[src/rtl/gc_pkg.sv]
package gc_pkg;
  localparam int unsigned BYTE_W = 8;
  localparam logic [BYTE_W-1:0] GC_ADDR_BYTE = 8'h00;
  localparam logic [BYTE_W-1:0] CMD_LATCH    = 8'h04;
  localparam logic [BYTE_W-1:0] CMD_LATCH_RST = 8'h06;

  typedef enum logic [1:0] {
    ST_IDLE = 2'd0,
    ST_ADDR = 2'd1,
    ST_CMD  = 2'd2,
    ST_SKIP = 2'd3
  } gc_state_e;
endpackage

[src/rtl/gc_shifter.sv]
module gc_shifter #(
  parameter int unsigned BITS = 8,
  localparam int unsigned CW = $clog2(BITS + 2)
) (
  input  logic            clk_i,
  input  logic            rst_ni,
  input  logic            clear_i,
  input  logic            bit_stb_i,
  input  logic            bit_i,
  output logic [BITS-1:0] byte_o,
  output logic            full_o,
  output logic            ninth_o
);
  logic [CW-1:0]   cnt_q;
  logic [BITS-1:0] sh_q;

  always_ff @(posedge clk_i or negedge rst_ni) begin
    if (!rst_ni) begin
      cnt_q <= '0;
      sh_q  <= '0;
    end else if (clear_i) begin
      cnt_q <= '0;
    end else if (bit_stb_i) begin
      if (cnt_q == CW'(BITS)) begin
        cnt_q <= '0;
      end else begin
        sh_q  <= {sh_q[BITS-2:0], bit_i};
        cnt_q <= cnt_q + 1'b1;
      end
    end
  end

  assign full_o  = (cnt_q == CW'(BITS));
  assign ninth_o = full_o && bit_stb_i && !clear_i;
  assign byte_o  = sh_q;
endmodule

[src/rtl/gc_ctrl.sv]
module gc_ctrl
  import gc_pkg::*;
(
  input  logic              clk_i,
  input  logic              rst_ni,
  input  logic              start_i,
  input  logic              stop_i,
  input  logic [BYTE_W-1:0] byte_i,
  input  logic              full_i,
  input  logic              ninth_i,
  output logic              ack_o,
  output logic              latch_o,
  output logic              rst_o
);
  gc_state_e st_q, st_d;
  logic addr_hit, cmd_latch, cmd_rst, cmd_known;
  logic latch_q, rst_q;

  assign addr_hit  = (byte_i == GC_ADDR_BYTE);
  assign cmd_latch = (byte_i == CMD_LATCH);
  assign cmd_rst   = (byte_i == CMD_LATCH_RST);
  assign cmd_known = cmd_latch || cmd_rst;

  always_comb begin
    st_d = st_q;
    if (start_i) begin
      st_d = ST_ADDR;
    end else if (stop_i) begin
      st_d = ST_IDLE;
    end else if (ninth_i) begin
      unique case (st_q)
        ST_ADDR: st_d = addr_hit ? ST_CMD : ST_SKIP;
        ST_CMD:  st_d = ST_SKIP;
        default: st_d = st_q;
      endcase
    end
  end

  always_ff @(posedge clk_i or negedge rst_ni) begin
    if (!rst_ni) begin
      st_q    <= ST_IDLE;
      latch_q <= 1'b0;
      rst_q   <= 1'b0;
    end else begin
      st_q    <= st_d;
      latch_q <= ninth_i && !start_i && !stop_i && (st_q == ST_CMD) && cmd_known;
      rst_q   <= ninth_i && !start_i && !stop_i && (st_q == ST_CMD) && cmd_rst;
    end
  end

  // ack window: from byte complete through the ninth strobe
  assign ack_o = full_i && (((st_q == ST_ADDR) && addr_hit) ||
                            ((st_q == ST_CMD) && cmd_known));
  assign latch_o = latch_q;
  assign rst_o   = rst_q;
endmodule

[src/rtl/gc_addr_hold.sv]
module gc_addr_hold #(
  parameter int unsigned AW = 3
) (
  input  logic          clk_i,
  input  logic          rst_ni,
  input  logic          capture_i,
  input  logic          commit_i,
  input  logic [AW-1:0] pins_i,
  output logic [AW-1:0] sel_o
);
  logic [AW-1:0] pend_q, sel_q;
  logic          pend_vld_q;

  always_ff @(posedge clk_i or negedge rst_ni) begin
    if (!rst_ni) begin
      pend_q     <= '0;
      pend_vld_q <= 1'b0;
      sel_q      <= '0;
    end else begin
      if (commit_i) begin
        // same-cycle capture wins over stale pending value
        if (capture_i)       sel_q <= pins_i;
        else if (pend_vld_q) sel_q <= pend_q;
        pend_vld_q <= 1'b0;
      end else if (capture_i) begin
        pend_q     <= pins_i;
        pend_vld_q <= 1'b1;
      end
    end
  end

  assign sel_o = sel_q;
endmodule

[src/rtl/i2c_gcall_dec.sv]
module i2c_gcall_dec
  import gc_pkg::*;
#(
  parameter int unsigned AW = 3
) (
  input  logic          clk_i,
  input  logic          rst_ni,
  input  logic          start_i,
  input  logic          stop_i,
  input  logic          bit_stb_i,
  input  logic          bit_i,
  input  logic [AW-1:0] addr_pins_i,
  output logic          ack_o,
  output logic          latch_addr_o,
  output logic          reg_rst_o,
  output logic [AW-1:0] addr_sel_o
);
  logic [BYTE_W-1:0] rx_byte;
  logic              rx_full, rx_ninth, bus_cond;

  assign bus_cond = start_i || stop_i;

  gc_shifter #(.BITS(BYTE_W)) u_shift (
    .clk_i     (clk_i),
    .rst_ni    (rst_ni),
    .clear_i   (bus_cond),
    .bit_stb_i (bit_stb_i),
    .bit_i     (bit_i),
    .byte_o    (rx_byte),
    .full_o    (rx_full),
    .ninth_o   (rx_ninth)
  );

  gc_ctrl u_ctrl (
    .clk_i   (clk_i),
    .rst_ni  (rst_ni),
    .start_i (start_i),
    .stop_i  (stop_i),
    .byte_i  (rx_byte),
    .full_i  (rx_full),
    .ninth_i (rx_ninth),
    .ack_o   (ack_o),
    .latch_o (latch_addr_o),
    .rst_o   (reg_rst_o)
  );

  gc_addr_hold #(.AW(AW)) u_hold (
    .clk_i     (clk_i),
    .rst_ni    (rst_ni),
    .capture_i (latch_addr_o),
    .commit_i  (bus_cond),
    .pins_i    (addr_pins_i),
    .sel_o     (addr_sel_o)
  );
endmodule

[config.mk]
export PLATFORM = sky130hd
export DESIGN_NAME = i2c_gcall_dec
export DESIGN_NICKNAME = d
export VERILOG_FILES = /design/src/rtl/gc_pkg.sv /design/src/rtl/gc_shifter.sv /design/src/rtl/gc_ctrl.sv /design/src/rtl/gc_addr_hold.sv /design/src/rtl/i2c_gcall_dec.sv
export SDC_FILE = /design/constraint.sdc
export NUM_CORES = 1
export LEC_CHECK = 0
export BUFFER_PORTS_ARGS = -buffer_cell sky130_fd_sc_hd__buf_2
export CAP_MARGIN = 20
export CORE_MARGIN = 2
export CORE_UTILIZATION = 46
export DETAILED_ROUTE_END_ITERATION = 8
export GPL_TIMING_DRIVEN = 0
export PLACE_DENSITY = 0.73
export SETUP_SLACK_MARGIN = 0.15
export SLEW_MARGIN = 20
export SYNTH_ARGS = -nofsm -noshare
export SYNTH_HDL_FRONTEND = slang
export SYNTH_SLANG_ARGS = --single-unit
[constraint.sdc]
create_clock -name clk_i -period 2.1 [get_ports clk_i]
set_input_delay 0 -clock clk_i [delete_from_list [all_inputs] [get_ports clk_i]]
set_output_delay 0 -clock clk_i [all_outputs]
set_load 0.1 [all_outputs]
* Word-level counts from Yosys, hierarchy flattened
Cells that the tools add are included.
** Word-level totals
- Word-level logic and storage cells :: 54
- Flip-flop bits (word level) :: 23
- Input bits :: 9
- Output and inout port bits :: 6
** Cells by class
- Multiplexer cells :: 12
- Eq/ne operators :: 5
- Add/sub/neg operators :: 1
- Reductions and logical operators :: 26
- Bitwise gates (word level) :: 2
** Operators by type and width (number)
- $eq 8x3->1 const B :: 2
- $mux 4 :: 3
- $logic_and 1x1->1 :: 10
- $logic_not 8->1 :: 1
- $mux 2 :: 3
- $mux 3 :: 2
- $reduce_and 2->1 :: 3
- $reduce_bool 2->1 :: 3
- $add 4x1->4 const B :: 1
- $eq 4x4->1 const B :: 1
- $pmux 2 s2 :: 1
- $reduce_bool 4->1 :: 1
- $logic_not 1->1 :: 3
- $logic_or 1x1->1 :: 3
- $mux 1 :: 3
- $reduce_and 3->1 :: 1
- $reduce_bool 3->1 :: 1
- $eq 2x1->1 const B :: 1
- $eq 2x2->1 const B :: 1
- $not 1->1 :: 2

* Depth between registers and ports, before layout
Gate-level depths: netlist of run 1.
- Depth after elaboration :: 7
- Mapped depth :: 5
- Depth with buffers taken out :: 5

* By module
A second synthesis of run 1 with hierarchy kept.
** Unflattened totals
- Cells, all modules :: 92
- Area, all modules :: 1112.3 sq um
** Modules (own cells, without submodules)
- gc_shifter :: times used 1, area each 566.8 sq um, cells each 43, sequential area each 300.3 sq um
- gc_addr_hold :: times used 1, area each 314.1 sq um, cells each 24, sequential area each 175.2 sq um
- gc_ctrl :: times used 1, area each 225.2 sq um, cells each 24, sequential area each 100.1 sq um
- i2c_gcall_dec :: times used 1, area each 6.3 sq um, cells each 1, sequential area each 0.0 sq um

* Worst setup path after synthesis of run 1
OpenSTA, ideal clock, no wires.
- Path kind :: flip-flop to output port
- Start point :: reg u_shift.cnt_q[0]
- End point :: out ack_o
- Buffers on the path :: 0
- Slack :: -0.499 ns
- Data required time :: 2.100 ns
- Arrival time :: 2.599 ns
- Cell stages (with the launch flop) :: 6
- Path through :: dfrtp_1 > inv_1 > ha_1 > nand3b_4 > or4b_4 > nor2_1
** On the way
- Word-level cells in the longest chain between the ends :: 2
** RTL lines
- start: declaration :: RTL line gc_shifter.sv:14 : logic [CW-1:0] cnt_q;
- start signal: assignment :: RTL line gc_shifter.sv:28 : cnt_q <= cnt_q + 1'b1;
- $eq 4x4->1 :: RTL line gc_shifter.sv:33 : assign full_o = (cnt_q == CW'(BITS));
- $logic_and 1x1->1 :: RTL line gc_ctrl.sv:52 : assign ack_o = full_i && (((st_q == ST_ADDR) && addr_hit) ||
- end: declaration :: RTL line i2c_gcall_dec.sv:13 : output logic ack_o,
No other way between the ends.

* Worst setup path after layout of run 1
Same ends and word-level chain as after synthesis.

==> flow_summary_export.csv, run 1 <==
group,metric,value,unit
logic_synthesis,synth_cell_types,33,
power,swShare,27.60,%
place,dpl-instance-area,1232,um^2
final_layout,finish.utilization,61.79,%
logic_synthesis,ys_seq_area_share,50.72,%
logic_synthesis,synth_top_area_share,50.72,%
clock_network,cts-root-buf,"clkbuf_4",
critical_path,cp.arrival,1910,ps
clock_network,htree_levels,1,
clock_network,clkSinkCount,23,
detailed_routing,dr.pass1.iters,4,
final_layout,area_delta_synth_final,23.93,%
global_route,grt_max_degree,24,
critical_path,slowest_stage,"or4b_4",
timing,timing.fmax,522.7,MHz
floorplanning,ios,15,
critical_path,cp_top_family,"simple AND/OR/NAND/NOR gates",
global_route,antenna_found_initial,0,
floorplanning,rows,17,
logic_synthesis,synthCells,93,
global_route,grt_pass1_vias,803,
power,pwr_density_cell,661.1,nW/um^2
logic_synthesis,syn-num-nets,106,
timing,drv_slew,0,
floorplanning,die_w,53.67,um
critical_path,path_max_fanout,3,
power,seqPwrFrac,61.0,%
clock_network,cts_inserted_buffers,3,
detailed_routing,wl_per_cell,14.74,um
final_layout,antenna_cells,0,
timing,finalSetupTns,0,ps
power,intPower,0.0006731,W
clock_network,worstSkewPairLatency,310,ps
place,dp_hpwl,1535,um
critical_path,worst_setup_path_start_kind,"flop",
timing,finalCritPeriodShare,91.10,%
critical_path,path_cells,"inv_2 -> ha_4 -> nand3b_4 -> or4b_4 -> nor2_4 -> buf_12",
detailed_routing,wl,2211,um
clock_network,clockBufferDepth,2,
run,maxCapViolCount,0,
final_layout,layout-drive-gt1-share,36.89,%
outcome,status,"finished clean",
clock_network,cts_tree,"built",
logic_synthesis,synth_area_per_cell,12.20,um^2
power,p_total,0.0009298,W
critical_path,critPathRequiredTime,2100,ps
floorplanning,die_h,53.67,um
logic_synthesis,yosysWarnings,0,
detailed_routing,vias,844,
global_route,gr-total-overflow,0,
place,port_buffers,11,
logic_synthesis,synthTopCellsByArea,"dfrtp_1 (51%), mux2_2 (11%), ha_1 (4.4%)",
timing,skew,11.78,ps
power,power.leakage,0.6288,nW
critical_path,slowest_delay,550,ps
timing,setup_viol,0,
timing,rsz0062_at_grt,"false",
detailed_routing,drtAntennaViolNets,0,
place,place.gp.congestion,0.7142,
power,vdd_drop_max,0.6533,mV
final_layout,post-route-cell-area,1406,um^2
critical_path,cp-end-kind,"output pin",
critical_path,path_class,"reg2out",
detailed_routing,drc_errors,0,
final_layout,stdcell_count,150,
min_path,hold_class,"in2reg",
global_route,grt_pass1_wl,3519,um
timing,tightest_slew,513.2,ps
floorplanning,dieArea,2880,um^2
place,dp.cells,132,
power,switchingPower,0.0002566,W
final_layout,nets,136,
detailed_routing,vias_per_cell,5.627,
logic_synthesis,ys_ff_latch,23,
timing,slew_headroom,65.78,%
timing,finalHoldViolCount,0,
detailed_routing,dr.first_iter.drc_count,15,
global_route,groute.usage.overall,16.98,%
critical_path,critical_path_buf_inv_count,2,
timing,fin_crit,1913,ps
floorplanning,core-area,2276,um^2
clock_network,path_clk_slew,120,ps
logic_synthesis,synth_area_leader_cell,"dfrtp_1",
power,power_frac_clock,21.4,%
logic_synthesis,syn_area,1135,um^2
power,p_comb_share,17.6,%
floorplanning,start_util,49.86,%
-- synthesized netlist by cell type, drive strengths merged --
master / count
nand2b: 3
a221o: 4
o21a: 1
inv: 5
mux2: 11
nor3: 3
or3b: 1
nor4b: 1
nor2b: 1
dfrtp: 23
nor4: 1
ha: 4
a21oi: 4
o211ai: 3
clkbuf: 1
a41oi: 1
and2: 1
nand4b: 1
a31oi: 1
nand3b: 1
or4b: 1
or3: 1
a22oi: 1
a21boi: 1
nor2: 6
nand2: 2
nand4: 2
mux2i: 3
nand3: 2
buf: 3
-- worst register-to-register path, stage by stage, from the launching register on --
cell      delay, ps
dfrtp_1         420
inv_2            70
ha_4            150
nand3b_4         90
buf_4           150
buf_4           130
or3b_1          380
a221o_1         320
-- placed cells by master (no fill, tap or decap), types with 2 or more instances in the layout --
cell and n:
o211ai_1 3, inv_2 2, nor2_1 5, clkbuf_1 2, mux2i_1 3, nand4_1 2, mux2_2 11, dlygate4sd3_1 6
nand2_1 2, nand2b_1 3, ha_1 3, dfrtp_1 23, inv_1 3, a221o_1 4, a21oi_1 4, buf_4 9
buf_2 12, nor3_1 2, clkbuf_4 3
-- power groups by stage --
stage                     Combinational [W]  Clock, W  Sequential, W
after global placement             0.000140         0       0.000576
after global routing               0.000182  0.000223       0.000579
after floorplan                    0.000116         0       0.000561
after CTS                          0.000163  0.000205       0.000569
final                              0.000163  0.000199       0.000568
after detailed placement           0.000150         0       0.000580
-- per-layer routing --
metal / wire [um] / vias to the layer above / track usage, %
met5: 0 / - / 0
met4: 25 / 0 / 4.274
met3: 89 / 4 / 5.833
met2: 1139 / 19 / 28.86
met1: 957 / 420 / 20.50
li1: - / 401 / -
-- area by class of cell --
class	instances	area, um^2
buffer	4	21.27
clock buffer	4	26.28
fill	172	869.6
inverter	5	18.77
multi-input combinational	61	539.3
sequential	23	575.6
tap	28	35.03
timing repair buffer	25	190.2
-- stage by stage --
stage               hold slack, ps  worst slack, ps
floorplan                   -295.6            256.0
global placement            -11.90            164.5
detailed placement          -7.761            140.7
CTS                          56.73            151.0
global route                 79.40            120.6
finish                       57.29            186.9
-- cell families (layout without fill, tap and decap cells) --
| logic type | count (synthesis) | after routing | share of synthesized area [%] |
|---|---|---|---|
| mux | 14 | 14 | 13.56 |
| compound gates | 16 | 16 | 10.59 |
| flops | 23 | 23 | 50.72 |
| buf+inv | 9 | 38 | 3.528 |
| fa+ha+maj | 4 | 4 | 4.410 |
| simple gates | 27 | 27 | 17.20 |
-- state kept, by name, summed over array words and instances, names as in the netlist --
| signal | flops |
|---|---|
| u_ctrl.latch_o | 1 |
| u_ctrl.rst_o | 1 |
| u_ctrl.st_q | 2 |
| u_hold.pend_q | 3 |
| u_hold.pend_vld_q | 1 |
| u_hold.sel_o | 3 |
| u_shift.byte_o | 8 |
| u_shift.cnt_q | 4 |
-- timing repair --
action / in CTS / in global routing
cloned: 0 / 0
hold buffers: 6 / 0
endpoints found under the setup margin: 1 / 1
pin swaps: 3 / 3
hold endpoints to repair: 32 / 0
buffers inserted: 3 / 5
resized for setup: 7 / 1
-- path summary, 6_finish.rpt --
kind	startpoint	cells past startpoint	endpoint	slack (ps)
setup / recovery	u_shift.cnt_q[0]	6	ack_o	190
hold / removal	bit_stb_i	3	u_shift.cnt_q[3]	60
setup reg to reg	u_shift.cnt_q[0]	7	u_ctrl.st_q[0]	310
hold reg to reg	u_hold.pend_q[2]	1	u_hold.pend_q[2]	520
max in group asynchronous	rst_ni	2	u_ctrl.rst_o	1570
min in group asynchronous	rst_ni	2	u_shift.cnt_q[1]	180
No activity file was read; power rests on OpenSTA's default activity.
==> inputs of run 2 (changes only) <==
==> constraint.sdc (replaced) <==
create_clock -name clk_i -period 1.98 [get_ports clk_i]
set_input_delay 0 -clock clk_i [delete_from_list [all_inputs] [get_ports clk_i]]
set_output_delay 0 -clock clk_i [all_outputs]
set_load 0.1 [all_outputs]
==> flow_summary_export.csv, run 2 (synthesis results as in run 1) <==
group,metric,value,unit
outcome,status,"finished clean",
place,place_ws,26.52,ps
timing,finalCritPeriodShare,95.14,%
clock_network,path_clk_slew,140,ps
final_layout,fillers,173,
power,p_comb_share,18.4,%
critical_path,critPathRequiredTime,1980,ps
power,seqPwrFrac,59.4,%
timing,slew_headroom,64.57,%
critical_path,rr_startpoint,"u_shift.cnt_q[0]",
critical_path,path_class,"reg2out",
global_route,grt_pass1_vias,858,
clock_network,cts_tree,"built",
critical_path,cp-end-kind,"output pin",
clock_network,cts-root-buf,"clkbuf_4",
power,swShare,29.01,%
critical_path,r2r_setup_slack,270,ps
place,dpl-instance-area,1232,um^2
detailed_routing,vias,834,
final_layout,area_delta_synth_final,22.05,%
floorplanning,ios,15,
place,dp_hpwl,1622,um
power,vdd_drop_max,0.5655,mV
clock_network,worstSkewPairLatency,320,ps
final_layout,antenna_cells,0,
power,power.leakage,0.6191,nW
global_route,grt_pass1_wl,3857,um
run,maxCapViolCount,0,
critical_path,r2r_end,"u_ctrl.st_q[0]",
detailed_routing,drtAntennaViolNets,0,
timing,timing.fmax,530.9,MHz
floorplanning,rows,17,
global_route,grt_max_degree,24,
min_path,holdCritStartpoint,"bit_stb_i",
timing,rsz0062_at_grt,"true",
floorplanning,start_util,49.86,%
detailed_routing,drc_errors,0,
clock_network,clkSinkCount,23,
global_route,antenna_found_initial,0,
final_layout,nets,133,
place,port_buffers,11,
timing,whs,58.04,ps
floorplanning,core-area,2276,um^2
power,power_frac_clock,22.2,%
global_route,gr-total-overflow,0,
min_path,hold_class,"in2reg",
global_route,groute.usage.overall,18.82,%
timing,finalHoldViolCount,0,
detailed_routing,dr.pass1.iters,4,
clock_network,clockBufferDepth,2,
detailed_routing,dr.first_iter.drc_count,12,
detailed_routing,vias_per_cell,5.673,
timing,skew,8.459,ps
detailed_routing,wl,2331,um
floorplanning,dieArea,2880,um^2
min_path,hold_path_depth,3,
timing,fin_ws,96.24,ps
timing,fin_crit,1884,ps
critical_path,rr_worst_depth,6,
min_path,hold_path_end,"u_ctrl.rst_o",
final_layout,final_common_cell,"dfrtp_1",
floorplanning,die_w,53.67,um
timing,finalSetupTns,0,ps
clock_network,htree_levels,1,
power,switchingPower,0.0002947,W
power,pwr_density_cell,733.4,nW/um^2
critical_path,worst_setup_path_start_kind,"flop",
final_layout,post-route-cell-area,1385,um^2
final_layout,layout_common_cells,"dfrtp_1 (23), buf_2 (12), mux2_2 (11), buf_4 (6), dlygate4sd3_1 (6)",
clock_network,cts_inserted_buffers,3,
floorplanning,die_h,53.67,um
timing,drv_slew,0,
final_layout,largest_register_ffs,8,
power,intPower,0.0007212,W
final_layout,layout-drive-gt1-share,36.13,%
timing,tightest_slew,531.4,ps
detailed_routing,wl_per_cell,15.86,um
critical_path,path_max_fanout,3,
place,place.gp.congestion,0.7249,
timing,setup_viol,0,
critical_path,cp.arrival,1880,ps
run 2: cell types whose count changed in the layout (fill, tap and decap cells not counted):
cell	before	now
buf_4	9	6
clkbuf_1	2	1
clkinv_2	0	1
run 2: through the flow:
stage          utilization [%]  cells  power [W]
2_1_floorplan                -     93  0.0007179
5_1_grt                  60.86    147   0.001072
4_1_cts                  60.53    146   0.001005
6_report                 60.86    147   0.001016
3_3_place_gp             54.15    132  0.0007595
3_5_place_dp             54.15    132  0.0007738
run 2: power by group through the flow:
stage,registers [W],logic (W),clock network [W]
2_1_floorplan,0.000595,0.000123,0
3_3_place_gp,0.000611,0.000149,0
3_5_place_dp,0.000614,0.000159,0
4_1_cts,0.000603,0.000175,0.000227
5_1_grt,0.000615,0.000206,0.000251
6_report,0.000603,0.000187,0.000226
run 2: metal layers:
metal / vias to the layer above / wire length, um / GRT usage [%]
met5: - / 0 / 0
met1: 422 / 1036 / 22.99
met2: 15 / 1180 / 31.91
met3: 6 / 69 / 3.333
met4: 0 / 45 / 8.974
li1: 391 / - / -
run 2: critical path: stages, from the launching register on:
cell     delay (ps)
dfrtp_1         430
nor4_2          320
or4b_4          520
nor2_4          120
buf_12          180
run 2: repair_timing:
item                       CTS  global route
gates resized for setup      8             0
pin swaps                    2             2
buffers inserted             4             1
setup endpoints to repair    1             1
hold endpoints to repair    32             0
hold buffers                 6             0
run 2: final cells by class:
class	count	area (um^2)	area share [%]
Sequential cell	23	575.6	41.55
Multi-Input combinational cell	61	539.3	38.93
Inverter	5	18.77	1.355
Clock inverter	1	5.005	0.3613
Buffer	4	21.27	1.536
Clock buffer	3	22.52	1.626
Timing Repair Buffer	22	167.7	12.10
Tap cell	28	35.03	2.529
run 2: how the worst max path moves through the flow:
stage                     slack (ps)     to         startpoint  cells past startpoint
after floorplan                  160  ack_o   u_shift.cnt_q[0]                      5
after global placement            70  ack_o   u_shift.cnt_q[0]                      6
after detailed placement          30  ack_o   u_shift.cnt_q[0]                      6
after CTS                         80  ack_o  u_shift.byte_o[7]                      4
after global routing              40  ack_o  u_shift.byte_o[0]                      4
final                            100  ack_o  u_shift.byte_o[0]                      4
